$ cat src/rtl/adr_pkg.sv
package adr_pkg;

    // Action applied to the high address byte in one cycle
    typedef enum logic [1:0] {
        HI_HOLD = 2'd0,
        HI_LOAD = 2'd1,
        HI_ZERO = 2'd2
    } hi_op_e;

    localparam int unsigned BYTE_W = 8;
    localparam int unsigned OFS_W  = 2 * BYTE_W;

endpackage

$ cat src/rtl/adr_ctl.sv
module adr_ctl
    import adr_pkg::*;
(
    input  logic   ld_lo,
    input  logic   ld_hi,
    input  logic   ld_zp,
    output logic   lo_we,
    output hi_op_e hi_op
);

    // Low byte is written by either its own strobe or the zero-page strobe
    always_comb begin
        lo_we = ld_lo | ld_zp;
    end

    // High byte action: zero-page clear outranks a plain load
    always_comb begin
        unique case ({ld_zp, ld_hi})
            2'b00:   hi_op = HI_HOLD;
            2'b01:   hi_op = HI_LOAD;
            2'b10,
            2'b11:   hi_op = HI_ZERO;
            default: hi_op = HI_HOLD;
        endcase
    end

endmodule

$ cat src/rtl/adr_byte_reg.sv
module adr_byte_reg #(
    parameter int unsigned W = 8
) (
    input  logic         clk,
    input  logic         rst,
    input  logic         we,
    input  logic         clr,
    input  logic [W-1:0] d,
    output logic [W-1:0] q
);

    logic [W-1:0] q_r;

    always_ff @(posedge clk) begin
        if (rst || clr) begin
            q_r <= '0;
        end else if (we) begin
            q_r <= d;
        end
    end

    assign q = q_r;

endmodule

$ cat src/rtl/seg_addr_unit.sv
module seg_addr_unit
    import adr_pkg::*;
#(
    parameter int unsigned SEG_W = 8,
    localparam int unsigned PA_W = OFS_W + SEG_W
) (
    input  logic            clk,
    input  logic            rst,
    input  logic [7:0]      data_in,
    input  logic            ld_lo,
    input  logic            ld_hi,
    input  logic            ld_zp,
    input  logic            ld_seg,
    output logic [PA_W-1:0] phys_addr
);

    logic         lo_we;
    hi_op_e       hi_op;
    logic [7:0]   lo_q;
    logic [7:0]   hi_q;
    logic [SEG_W-1:0] seg_q;
    logic         hi_we;
    logic         hi_clr;

    adr_ctl u_ctl (
        .ld_lo (ld_lo),
        .ld_hi (ld_hi),
        .ld_zp (ld_zp),
        .lo_we (lo_we),
        .hi_op (hi_op)
    );

    // Output process for the high-byte action decoder
    always_comb begin
        hi_we  = 1'b0;
        hi_clr = 1'b0;
        unique case (hi_op)
            HI_HOLD: ;
            HI_LOAD: hi_we  = 1'b1;
            HI_ZERO: hi_clr = 1'b1;
            default: ;
        endcase
    end

    adr_byte_reg #(.W(BYTE_W)) u_lo (
        .clk (clk),
        .rst (rst),
        .we  (lo_we),
        .clr (1'b0),
        .d   (data_in),
        .q   (lo_q)
    );

    adr_byte_reg #(.W(BYTE_W)) u_hi (
        .clk (clk),
        .rst (rst),
        .we  (hi_we),
        .clr (hi_clr),
        .d   (data_in),
        .q   (hi_q)
    );

    adr_byte_reg #(.W(SEG_W)) u_seg (
        .clk (clk),
        .rst (rst),
        .we  (ld_seg),
        .clr (1'b0),
        .d   (data_in[SEG_W-1:0]),
        .q   (seg_q)
    );

    assign phys_addr = {seg_q, hi_q, lo_q};

    // segment width must give at least 17 and at most 24 address bits
    initial begin
        seg_width_chk: assert (SEG_W >= 1 && SEG_W <= 8)
            else $error("SEG_W out of range");
    end


    property p_reset;
        @(posedge clk) rst |=> (phys_addr == '0);
    endproperty
    reset_clear_chk: assert property (p_reset);


    property p_zp_page;
        @(posedge clk) disable iff (rst)
            ld_zp |=> (phys_addr[15:8] == 8'h00) && (phys_addr[7:0] == $past(data_in));
    endproperty
    zp_page_chk: assert property (p_zp_page);


    property p_seg_load;
        @(posedge clk) disable iff (rst)
            ld_seg |=> (phys_addr[PA_W-1:16] == $past(data_in[SEG_W-1:0]));
    endproperty
    seg_load_chk: assert property (p_seg_load);


    property p_hold;
        @(posedge clk) disable iff (rst)
            !(ld_lo || ld_hi || ld_zp || ld_seg) |=> $stable(phys_addr);
    endproperty
    idle_hold_chk: assert property (p_hold);


    property p_hi_only;
        @(posedge clk) disable iff (rst)
            (ld_hi && !ld_zp && !ld_lo) |=>
                (phys_addr[15:8] == $past(data_in)) && $stable(phys_addr[7:0]);
    endproperty
    hi_only_chk: assert property (p_hi_only);


    property p_lo_only;
        @(posedge clk) disable iff (rst)
            (ld_lo && !ld_zp && !ld_hi) |=>
                (phys_addr[7:0] == $past(data_in)) && $stable(phys_addr[15:8]);
    endproperty
    lo_only_chk: assert property (p_lo_only);

endmodule

$ cat config.mk
export PLATFORM = sky130hd
export DESIGN_NAME = seg_addr_unit
export DESIGN_NICKNAME = d
export VERILOG_FILES = /design/src/rtl/adr_pkg.sv /design/src/rtl/adr_ctl.sv /design/src/rtl/adr_byte_reg.sv /design/src/rtl/seg_addr_unit.sv
export SDC_FILE = /design/constraint.sdc
export NUM_CORES = 1
export LEC_CHECK = 0
export ABC_AREA = 1
export BUFFER_PORTS_ARGS = -buffer_cell sky130_fd_sc_hd__clkbuf_2
export CAP_MARGIN = 20
export CORE_MARGIN = 2
export CORE_UTILIZATION = 35
export CTS_BUF_LIST = sky130_fd_sc_hd__clkbuf_2 sky130_fd_sc_hd__clkbuf_4 sky130_fd_sc_hd__clkbuf_8
export DETAILED_ROUTE_END_ITERATION = 16
export PLACE_DENSITY = 0.59
export RECOVER_POWER = 50
export SYNTH_ARGS = -nofsm -noshare
export SYNTH_HDL_FRONTEND = slang
export SYNTH_SLANG_ARGS = --single-unit
$ cat constraint.sdc
create_clock -name clk -period 0.87 [get_ports clk]
set_input_delay 0.174 -clock clk [delete_from_list [all_inputs] [get_ports clk]]
set_output_delay 0.174 -clock clk [all_outputs]
set_load 0.01 [all_outputs]
==> results.toml <==
[status]
failed_checks = "negative setup slack"
status = "finished, violations left"

[sta]
max-slew-margin-rel_pct = 74.2
period_minus_slack_ns = 0.941
rsz0062_at_grt = "yes"
clock_skew_ns = 0
layout_setup_ws_ns = -0.0705
finalMaxSlewViolations = 0
fin_setup_tns_ns = -1.49
max_slew.worst_pin.slew_ns = 0.386
finalHoldViolCount = 0
fmax_mhz = 1060
finalSetupViolCount = 24
period_share_pct = 108

[pwr]
max-vdd-ir-drop_v = 0.000909
power_density_nw_per_um2 = 1570
p_leak_nw = 0.630
power_mw = 2.07

[clocking]
clkTransAtPathRegs_ns = 0.12
numCtsBuffers = 3
cts_tree = "done"
clock_path_buffers = 2
clk_latency_ns = 0.30
post_cts_buffers = 0
htreeDepth = 1
cts_sinks = 24
cts_root_buf = "clkbuf_4"

[hold_path]
min-delay-start = "data_in[6]"
hp-class = "in2reg"
holdPathStages = 3
holdPathEnd = "u_lo.q[6]$_SDFFE_PP0P_"

[cells_and_area]
syn_to_final_growth_pct = 48.2
mostFrequentLayoutCells = "nor2_1, buf_6, dfxtp_2"
final_common_cell = "nor2_1"
nFillCells = 244
nNetsFinal = 177
fin_util_pct = 54.1
layoutNonFillerInstCount = 191
regArea_sq_um = 510
drive_gt1_share_pct = 41.0
n_antenna_cell = 0
multi_input_area_sq_um = 345

[global_route]
grt_max_degree = 17
globalRouteTotalUtil_pct = 16.2
gr-total-overflow = 0
grt_pass1_vias = 823
grt_antenna_before_repair = 0
grt_pass1_wl_um = 3440

[worst_setup_path]
cp_slowest_cell = "dfxtp_2"
end_kind = "output port"
cp.required_ns = 0.70
r2r_start = "u_seg.q[0]$_SDFFE_PP0P_"
critPathBufInv = 1
r2r_slack_ns = 0.19
worstRegToRegCells = 2
cp.arrival_ns = 0.77
path_class = "reg2out"
timing.rr.end = "u_seg.q[0]$_SDFFE_PP0P_"
cpPeakStageDelay_ns = 0.35
cp-start-kind = "flop"
cp_cell_sequence = "buf_6"
critical_path.top_delay_family = "flip-flops"
critical_path.max_fanout = 2

[place]
port_buffers = 37
placed_cells = 188
dp.final_hpwl_um = 1620
globalplace.congestion = 0.709

[drt]
drc = 0
wl_um = 2240
drt_iter0_drc = 8
via_per_inst = 4.55
wire_per_inst_um = 11.7
vias = 870
drt_pre_antenna_iters = 4
ant_nets = 0

[yosys]
synth.top_cell.area_share_pct = 54.2
synth_area_sq_um = 887
synthCells = 122
netlist-cell-type-count = 10
yosysWarnings = 0
avgSynthCellArea_sq_um = 7.27
synthTopCellsByArea = "dfxtp_1, nor2_1, o21ai_0"
synth-seq-cells = 24
seq_area_frac_synth_pct = 54.2
syn-num-nets = 136
synth_top_area_cell = "dfxtp_1"

[die]
boundaryPins = 38
core_area_sq_um = 2430
dieArea_sq_um = 2950
die_x_um = 54.3
initial_core_util_pct = 36.5
rows = 18
fp.dieH_um = 54.3

[job]
maxCapViolCount = 0
-- cell type report --
| class | instances | share of cell area, % |
|---|---|---|
| clock buffer | 3 | 1.71 |
| inverter | 12 | 3.43 |
| multi-input combinational | 84 | 26.3 |
| sequential | 24 | 38.8 |
| timing repair buffer | 38 | 26.9 |
| tap | 30 | 2.85 |
-- Yosys cell counts --
cell type	count
nor2_1	49
dfxtp_1	24
nand2_1	17
o21ai_0	16
inv_1	11
buf_2	1
buf_6	1
inv_2	1
nor2_2	1
nor2_4	1
-- repair_timing --
item                       4_1_cts  5_1_grt
hold endpoints to repair         0        0
setup endpoints to repair       24       24
gates resized for setup         24       48
hold buffers                     0        0
-- power by group --
part	switching, mW	internal, mW	total (mW)	leakage (nW)
Combinational	0.188	0.194	0.382	0.410
Clock	0.304	0.162	0.465	0.0138
Sequential	0.0435	1.18	1.22	0.206
Total	0.535	1.53	2.07	0.630
-- how the worst max path moves through the flow --
| stage | from | slack, ns | to | cells after the start |
|---|---|---|---|---|
| after floorplan | ld_zp | 0.18 | u_lo.q[3]$_SDFFE_PP0P_ | 5 |
| after global placement | ld_zp | -0.03 | u_lo.q[4]$_SDFFE_PP0P_ | 5 |
| after detailed placement | ld_zp | -0.06 | u_lo.q[3]$_SDFFE_PP0P_ | 5 |
| after CTS | u_lo.q[7]$_SDFFE_PP0P_ | -0.10 | phys_addr[7] | 1 |
| after global routing | u_hi.q[5]$_SDFFE_PP0N_ | -0.11 | phys_addr[13] | 1 |
| final | u_lo.q[0]$_SDFFE_PP0P_ | -0.07 | phys_addr[0] | 1 |
-- per-layer routing --
metal  share of wire (%)  wire, um  vias up  GRT usage (%)
met1                  45       998      389           18.4
met2                  49      1090       27           29.1
met4                 1.0        23        0           6.25
met3                 5.5       122        4           3.83
li1                    -         -      450              -
met5                   0         0        -              0
-- state kept, by name, indices dropped and copies added (netlist names) --
signal,cells
u_hi.q,8
u_lo.q,8
u_seg.q,8
-- per-stage QoR --
stage                     hold slack [ns]  setup slack [ns]  instance area [sq um]
after CTS                           0.126            -0.104                   1170
after detailed placement            0.449           -0.0649                   1110
after floorplan                     0.309             0.178                    887
final                               0.133           -0.0705                   1320
after global placement              0.448           -0.0319                   1110
after global routing                0.142            -0.110                   1320
-- kinds of logic (layout without fill, tap and decap cells) --
| group | count (synthesis) | count (layout) | synth area share [%] |
|---|---|---|---|
| AOI/OAI and AO/OA | 16 | 16 | 9.03 |
| DFF | 24 | 24 | 54.2 |
| and+or+nand+nor | 68 | 68 | 29.9 |
| buffers and inverters | 14 | 53 | 6.91 |
-- worst min-delay path, delay by kind of cell --
family / cells / cell delay [ns]
buf+inv: 1 / 0.11
simple gates: 2 / 0.13
Power figures use the tool's default switching activity.
